$ cat src/rtl/ratio_map_pkg.sv
package ratio_map_pkg;

  typedef enum logic [1:0] {
    SPAN_FULL = 2'b00,
    SPAN_3Q   = 2'b01,
    SPAN_HALF = 2'b10,
    SPAN_1Q   = 2'b11
  } span_e;

  typedef struct packed {
    logic  narrow;
    logic  ccw;
    span_e span;
  } map_mode_t;

  // span limit in angle counts; full turn tops out at the last code
  function automatic int span_limit(input int idx, input int ang_w);
    case (idx)
      0:       return (1 << ang_w) - 1;
      1:       return 3 * (1 << (ang_w - 2));
      2:       return 1 << (ang_w - 1);
      default: return 1 << (ang_w - 2);
    endcase
  endfunction

endpackage

$ cat src/rtl/angle_adjust.sv
module angle_adjust #(
  parameter int ANG_W = 8
) (
  input  logic [ANG_W-1:0] raw_i,
  input  logic [ANG_W-1:0] offset_i,
  input  logic             ccw_i,
  output logic [ANG_W-1:0] pos_o
);

  logic [ANG_W-1:0] dir_ang;

  // negate modulo 2^ANG_W for reverse counting
  assign dir_ang = ccw_i ? (~raw_i + 1'b1) : raw_i;
  assign pos_o   = dir_ang + offset_i;

endmodule

$ cat src/rtl/span_scaler.sv
module span_scaler
  import ratio_map_pkg::*;
#(
  parameter int ANG_W = 8,
  parameter int DAC_W = 10
) (
  input  logic [ANG_W-1:0] pos_i,
  input  span_e            span_i,
  output logic [DAC_W-1:0] scaled_o
);

  localparam int N_SPAN = 4;
  localparam int PW     = ANG_W + DAC_W;
  localparam int FS     = (1 << DAC_W) - 1;
  localparam logic [PW-1:0] FS_W = PW'(FS);

  logic [DAC_W-1:0] cand [N_SPAN];

  for (genvar g = 0; g < N_SPAN; g++) begin : g_span
    localparam int LIM = span_limit(g, ANG_W);
    localparam logic [PW-1:0] LIM_W = PW'(LIM);
    logic [PW-1:0] clamp_w;
    logic [PW-1:0] prod_w;
    assign clamp_w = (PW'(pos_i) > LIM_W) ? LIM_W : PW'(pos_i);
    assign prod_w  = clamp_w * FS_W;
    assign cand[g] = DAC_W'(prod_w / LIM_W);
  end

  assign scaled_o = cand[span_i];

endmodule

$ cat src/rtl/window_map.sv
module window_map #(
  parameter int DAC_W = 10
) (
  input  logic [DAC_W-1:0] scaled_i,
  input  logic             narrow_i,
  output logic [DAC_W-1:0] code_o
);

  localparam int FS   = (1 << DAC_W) - 1;
  localparam int LO   = (FS + 5) / 10;
  localparam int HI   = (9 * FS + 5) / 10;
  localparam int SPAN = HI - LO;
  localparam int PW   = 2 * DAC_W;

  logic [PW-1:0] prod_w;
  logic [PW-1:0] guard_w;

  assign prod_w  = PW'(scaled_i) * PW'(SPAN);
  assign guard_w = PW'(LO) + prod_w / PW'(FS);
  assign code_o  = narrow_i ? DAC_W'(guard_w) : scaled_i;

endmodule

$ cat src/rtl/ratio_out_mapper.sv
module ratio_out_mapper
  import ratio_map_pkg::*;
#(
  parameter int ANG_W = 8,
  parameter int DAC_W = 10
) (
  input  logic             clk_i,
  input  logic             rst_ni,
  input  logic [ANG_W-1:0] raw_angle_i,
  input  logic [ANG_W-1:0] offset_i,
  input  logic [3:0]       mode_i,
  input  logic             enable_i,
  output logic [DAC_W-1:0] dac_code_o,
  output logic             dac_oe_o
);

  map_mode_t        mode;
  logic [ANG_W-1:0] pos;
  logic [DAC_W-1:0] scaled;
  logic [DAC_W-1:0] code_d;
  logic [DAC_W-1:0] code_q;
  logic             oe_q;

  assign mode = map_mode_t'(mode_i);

  angle_adjust #(.ANG_W(ANG_W)) i_adjust (
    .raw_i    (raw_angle_i),
    .offset_i (offset_i),
    .ccw_i    (mode.ccw),
    .pos_o    (pos)
  );

  span_scaler #(.ANG_W(ANG_W), .DAC_W(DAC_W)) i_scaler (
    .pos_i    (pos),
    .span_i   (mode.span),
    .scaled_o (scaled)
  );

  window_map #(.DAC_W(DAC_W)) i_window (
    .scaled_i (scaled),
    .narrow_i (mode.narrow),
    .code_o   (code_d)
  );

  always_ff @(posedge clk_i or negedge rst_ni) begin
    if (!rst_ni) begin
      code_q <= '0;
      oe_q   <= 1'b0;
    end else begin
      code_q <= code_d;
      oe_q   <= enable_i;
    end
  end

  assign dac_code_o = code_q;
  assign dac_oe_o   = oe_q;

endmodule

$ cat config.mk
export PLATFORM = sky130hd
export DESIGN_NAME = ratio_out_mapper
export DESIGN_NICKNAME = d
export VERILOG_FILES = /design/src/rtl/ratio_map_pkg.sv /design/src/rtl/angle_adjust.sv /design/src/rtl/span_scaler.sv /design/src/rtl/window_map.sv /design/src/rtl/ratio_out_mapper.sv
export SDC_FILE = /design/constraint.sdc
export NUM_CORES = 1
export LEC_CHECK = 0
export BUFFER_PORTS_ARGS = -buffer_cell sky130_fd_sc_hd__buf_2
export CAP_MARGIN = 30
export CELL_PAD_IN_SITES_DETAIL_PLACEMENT = 1
export CELL_PAD_IN_SITES_GLOBAL_PLACEMENT = 1
export CORE_ASPECT_RATIO = 1.75
export CORE_MARGIN = 4
export CORE_UTILIZATION = 25
export DETAILED_ROUTE_END_ITERATION = 6
export PLACE_DENSITY_LB_ADDON = 0.1
export SLEW_MARGIN = 40
export SYNTH_ARGS = -nofsm -noshare
export SYNTH_HDL_FRONTEND = slang
export SYNTH_SLANG_ARGS = --single-unit
$ cat constraint.sdc
create_clock -name clk_i -period 0.8 [get_ports clk_i]
set_input_delay 0.12 -clock clk_i [delete_from_list [all_inputs] [get_ports clk_i]]
set_output_delay 0.12 -clock clk_i [all_outputs]
set_load 0.1 [all_outputs]
* Word-level counts from Yosys, hierarchy flattened *
Index checks and enable logic that the tools add are counted.

storage, ports and cells
  bits in registers = 11
  input port bits = 23
  output and inout port bits = 11
  word-level logic and storage cells = 27

operators by class
  add/subtract/negate cells = 3
  multipliers = 5
  divide/modulo/power cells = 3
  magnitude comparators = 4
  multiplexer cells = 8
  bitwise gates (word level) = 2

operators by type and width
  cell                      count
  $div A18 B8 Y18 const B   2
  $mux W8                   4
  $mux W10                  3
  $bmux W10 S2              1
  $div A20 B10 Y20 const B  1
  $mul A10 B10 Y20 const B  1
  $mul A18 B10 Y16 const B  1
  $mul A18 B10 Y17 const B  1
  $mul A18 B10 Y18 const B  1
  $mul A8 B10 Y18 const B   1
  $gt A8 B8 Y1 const B      2
  $add A7 B10 Y10 const A   1
  $add A8 B1 Y8 const B     1
  $add A8 B8 Y8             1
  $gt A8 B7 Y1 const B      1
  $not A8 Y8                1
  $ge A3 B3 Y1 const B      1
  $not A2 Y3                1

* Logic depth before layout (Yosys ltp) *
  depth in word-level cells = 15
  depth in mapped cells = 112
  mapped depth without buffers = 106

* Modules after synthesis *
From an unflattened synthesis, not the netlist that was laid out.

unflattened totals
  cells, all modules = 2136
  area total of the unflattened synthesis = 16464.5 µm²

modules (own cells, without submodules)
  module            times used  cells each  area each (µm²)  seq. area each (µm²)
  span_scaler       1           1287        10028.4          0.0
  window_map        1           784         5725.5           0.0
  angle_adjust      1           54          435.4            0.0
  ratio_out_mapper  1           11          275.3            275.3

* Least setup slack after synthesis *
OpenSTA, ideal clock, no wires.

  path type = input-to-reg
  start point = input raw_angle_i[0]
  end point = register code_q[9], in the netlist dac_code_o[9]
  setup time = 140 ps
  data arrival time = 23882 ps
  data required time = 660 ps
  setup slack = -23221 ps
  stages = 104
  buffers on the path = 5
  path through = inv_1 > ha_1 > nand2b_1 > xnor2_1 > ha_1 > a21oi_1 > nand2_1 > a21o_1 > a21o_1 > a21o_1 > a21oi_1 > xnor2_1 > fa_1 > fa_1 > inv_1 > fa_1 > fa_1 > ha_1 > [68 not listed] > o311a_1 > or3_4 > o21ai_4 > xnor2_1 > inv_1 > ha_1 > o31ai_1 > a31oi_1 > nand2_1 > a211oi_1 > o211a_2 > nor2_1 > ha_1 > o21ai_0 > nand3b_1 > xor2_1 > nand2_1 > o21ai_0

on the way
  cells in the longest elaborated chain, start to end = 15
  elaborated cells on any way between the ends = 23
  those cells by class = add/sub: 3; mul: 5; div: 3; order compare: 3; mux: 8; bitwise: 1

RTL lines
  what                                              line                    source
  start, declared                                   ratio_out_mapper.sv:9   input logic [ANG_W-1:0] raw_angle_i,
  $not A8 Y8                                        angle_adjust.sv:13      assign dir_ang = ccw_i ? (~raw_i + 1'b1) : raw_i;
  $add A8 B1 Y8                                     angle_adjust.sv:13
  $mux W8 (*)                                       angle_adjust.sv:13
  $add A8 B8 Y8 (*)                                 angle_adjust.sv:14      assign pos_o = dir_ang + offset_i;
  $gt A8 B8 Y1                                      span_scaler.sv:24       assign clamp_w = (PW'(pos_i) > LIM_W) ? LIM_W : PW'(pos_i);
  $mux W8                                           span_scaler.sv:24
  $mul A18 B10 Y18                                  span_scaler.sv:25       assign prod_w = clamp_w * FS_W;
  $div A18 B8 Y18                                   span_scaler.sv:26       assign cand[g] = DAC_W'(prod_w / LIM_W);
  $bmux W10 S2 (*)                                  span_scaler.sv:29       assign scaled_o = cand[span_i];
  $mux W10 (not written as such) (*) (2 in series)  span_scaler.sv:29
  $mul A10 B10 Y20                                  window_map.sv:18        assign prod_w = PW'(scaled_i) * PW'(SPAN);
  $div A20 B10 Y20                                  window_map.sv:19        assign guard_w = PW'(LO) + prod_w / PW'(FS);
  $add A7 B10 Y10                                   window_map.sv:19
  $mux W10 (*)                                      window_map.sv:20        assign code_o = narrow_i ? DAC_W'(guard_w) : scaled_i;
  via code_d[9]                                     ratio_out_mapper.sv:20  logic [DAC_W-1:0] code_d;
  end signal, assigned                              ratio_out_mapper.sv:50  code_q <= code_d;
  end, declared                                     ratio_out_mapper.sv:21  logic [DAC_W-1:0] code_q;

Mark *: on every way through the listed nets, which the timed path passes. The rest lies on a longest branch. The select of a mux whose other input is x is not followed.

* Worst setup path after layout *
  start point = input raw_angle_i[1]
  end point = register code_q[7], in the netlist dac_code_o[7]

The elaborated chain is that of the path after synthesis.

==> key figures <==
STA
  – TNS Setup: -219.07 ns
  – Hold Fails Final Rpt: 0
  – Hold slack: 0.332 ns
  – Final setup fails: 21
  – Fin worst setup slack: -21.89 ns
  – Fin crit share: 2840%
  – Max Slew Vio Count: 0
  – RSZ-0062 raised after global routing: yes
  – Relative max-transition margin: 49.8%
  – Actual slew at the worst max-slew pin: 0.747 ns
  – Fmax: 0.0441 GHz
  – Minimum clock period: 22.69 ns

Critical path
  – Kind of critical path: primary input to flop
  – Max incr delay on CP: about 0.65 ns
  – CP Launch Type: primary input
  – Worst Path Required: 0.96 ns
  – Crit path max fanout: 7
  – CP max stage cell: fa_2
  – CP Capture Type: flop
  – Worst path arrival time: 22.85 ns

Final layout
  – Post-route insts no fill: 3589
  – P&R area growth vs syn: 62.4%
  – Fill cell count: between 7000 and 8000
  – Inserted Diodes: 0
  – Layout cells sized above 1: 44.4%
  – Post-layout nets: around 3200
  – Share of the core filled with cells: 41.0%

Floorplanning
  – Starting Density: between 20% and 30%
  – Die width: 196 µm
  – Die Ht: 336 µm
  – CORE AREA: 61100 µm²
  – Top-level I/O count: 34
  – Num rows: 120
  – DIE AREA: 65800 µm²

Yosys
  – Mean Syn Cell Area: approximately 7.9 µm²
  – Leading area contributor after synthesis: ha_1
  – Warning count from the yosys run: 0
  – Yosys cell types: 135
  – Top cells by count, synth: 273 x inv_1, 222 x ha_1, 125 x fa_1, 125 x nor2_1, 123 x nand2_1
  – Cell area after synthesis: 15400 µm²
  – Post-synth EDFFs: 0
  – Top-count cell post-synth: inv_1
  – Asr flop ratio synth: 100%
  – Synth top area share: 18.0%
  – Mapped Nets: approximately 2300
  – Post-synthesis sequential area ratio: 1.79%
  – Top cells by area, synth: ha_1 18%, fa_1 16%, inv_1 6.7%, xnor2_1 4.4%, a21oi_1 3.8%
  – Primary FF master, synth: dfrtp_1
  – Seq cells post-synth: 11
  – Mapped Cells: 1943

Clock network
  – CTS tree: yes
  – Clock buffer depth: 2
  – Root buffer cell: clkbuf_16
  – Clock-pin slew on the worst setup and hold paths: 0.05 ns
  – Sink Count: 11
  – H-tree Lvls: 1
  – Num CTS Buffers: 3

Placed design
  – Port Buffers: 33
  – DP HPWL: 57.1 mm
  – Final GP Congestion: 0.856
  – Placed Cells: 3482

Route
  – Via count: 17600
  – Vias per cell: 4.92
  – WL/cell: 18.1 µm
  – DRC errors left: 0
  – DRT Wirelength: 65.1 mm
  – DR pass1 iterations: 6
  – Post-route ant nets: 0
  – Detailed Route Iter0 Violations: 403

Global routing
  – Initial antenna violation count: 1
  – Remaining Overflow, GRT: 0
  – GRT Total Usage: 19.3%
  – First-pass GRT wire length: 103 mm
  – Vias in the first global route: approximately 20000
  – Pin count of the biggest net entering global routing: 18

Run status
  – Status: finished, violations left
  – Failing checks: setup timing

Worst hold path
  – Hold Crit Class: primary input to async pin

Flow run
  – Max Cap Viol: 0
==> worst max-delay path, delay by kind of cell <==
family	cells	cell delay (ns)
compound gates	40	7.97
simple gates	29	5.75
fa+ha+maj	16	5.55
buf+inv	20	2.16
xor+xnor	6	0.90
mux	1	0.31
==> per-stage QoR <==
stage | instance area (µm²) | worst slack [ns]
after floorplan | 16000 | -21.50
after global placement | 22700 | -22.90
after detailed placement | 22700 | -23.32
after CTS | 24500 | -21.59
after global routing | 25000 | -22.87
final | 25000 | -21.89
==> logic make-up (layout without fill, tap and decap cells) <==
family	Yosys count	in the layout	share of synthesized area (%)
compound gates	522	522	24.8
flops	11	11	1.79
xor+xnor	131	131	8.05
buf+inv	309	1161	7.92
mux	32	32	2.45
fa+ha+maj	350	350	34.5
simple gates	588	589	20.5
==> state kept, by name (all words and copies together) (netlist names) <==
register    cells
dac_code_o     10
dac_oe_o        1
==> metal layers <==
| layer | global-route usage, % | vias to the layer above | wire length [µm] | share of wire, % |
|---|---|---|---|---|
| met2 | 43.5 | 223 | 40600 | 62 |
| met1 | 16.6 | 8637 | 20300 | 31 |
| met5 | 0 | - | 0 | 0 |
| met4 | 8.25 | 0 | 3500 | 5.4 |
| li1 | - | 8640 | - | - |
| met3 | 1.15 | 142 | 759 | 1.2 |
==> layout make-up <==
| type | count | area [µm²] | share of cell area (%) |
|---|---|---|---|
| well taps | 793 | 992 | 3.96 |
| clock buffers | 3 | 75.1 | 0.300 |
| multi-input cells | 1624 | 15800 | 63.2 |
| repair buffers | 883 | 6810 | 27.2 |
| flip-flops and latches | 11 | 288 | 1.15 |
| clock inverters | 1 | 5.00 | 0.0200 |
| inverters | 274 | 1050 | 4.18 |
==> final timing paths <==
path / start / end / depth (start not counted)
max: raw_angle_i[1] / dac_code_o[7]$_DFF_PN0_ / 112
min: rst_ni / dac_code_o[7]$_DFF_PN0_ / 2
max in group asynchronous: rst_ni / dac_code_o[3]$_DFF_PN0_ / 2
min in group clk_i: mode_i[3] / dac_code_o[0]$_DFF_PN0_ / 3
==> cell usage in the layout (no fill, tap or decap), drive strengths merged, types with 13 or more instances in the layout <==
cell type / netlist / layout
o211a: 14 / 14
nand2: 123 / 123
and2: 39 / 39
nand2b: 29 / 29
ha: 222 / 222
o21a: 26 / 26
inv: 273 / 273
a31oi: 28 / 28
nand3: 60 / 60
xor2: 45 / 45
a21o: 28 / 28
and3: 18 / 19
fa: 125 / 125
o21ai: 96 / 96
buf: 16 / 881
nand4: 23 / 23
xnor2: 82 / 82
a211oi: 24 / 24
nor3: 53 / 53
nor4: 13 / 13
a21oi: 122 / 122
o31ai: 15 / 15
mux2i: 19 / 19
nor2: 127 / 127
o21bai: 18 / 18
o211ai: 22 / 22
or3: 28 / 28
==> timing repair <==
item                                    4_1_cts  5_1_grt
hold endpoints to repair                     12        0
pin swaps                                   106       55
resized for setup                           210       69
endpoints found under the setup margin       21       21
gates cloned                                  1        0
hold buffers                                  2        0
buffers inserted                             73       28
Power is left out: the tool's default activity adds up to more than one toggle a clock period on the data nets, which glitch-free logic cannot reach.
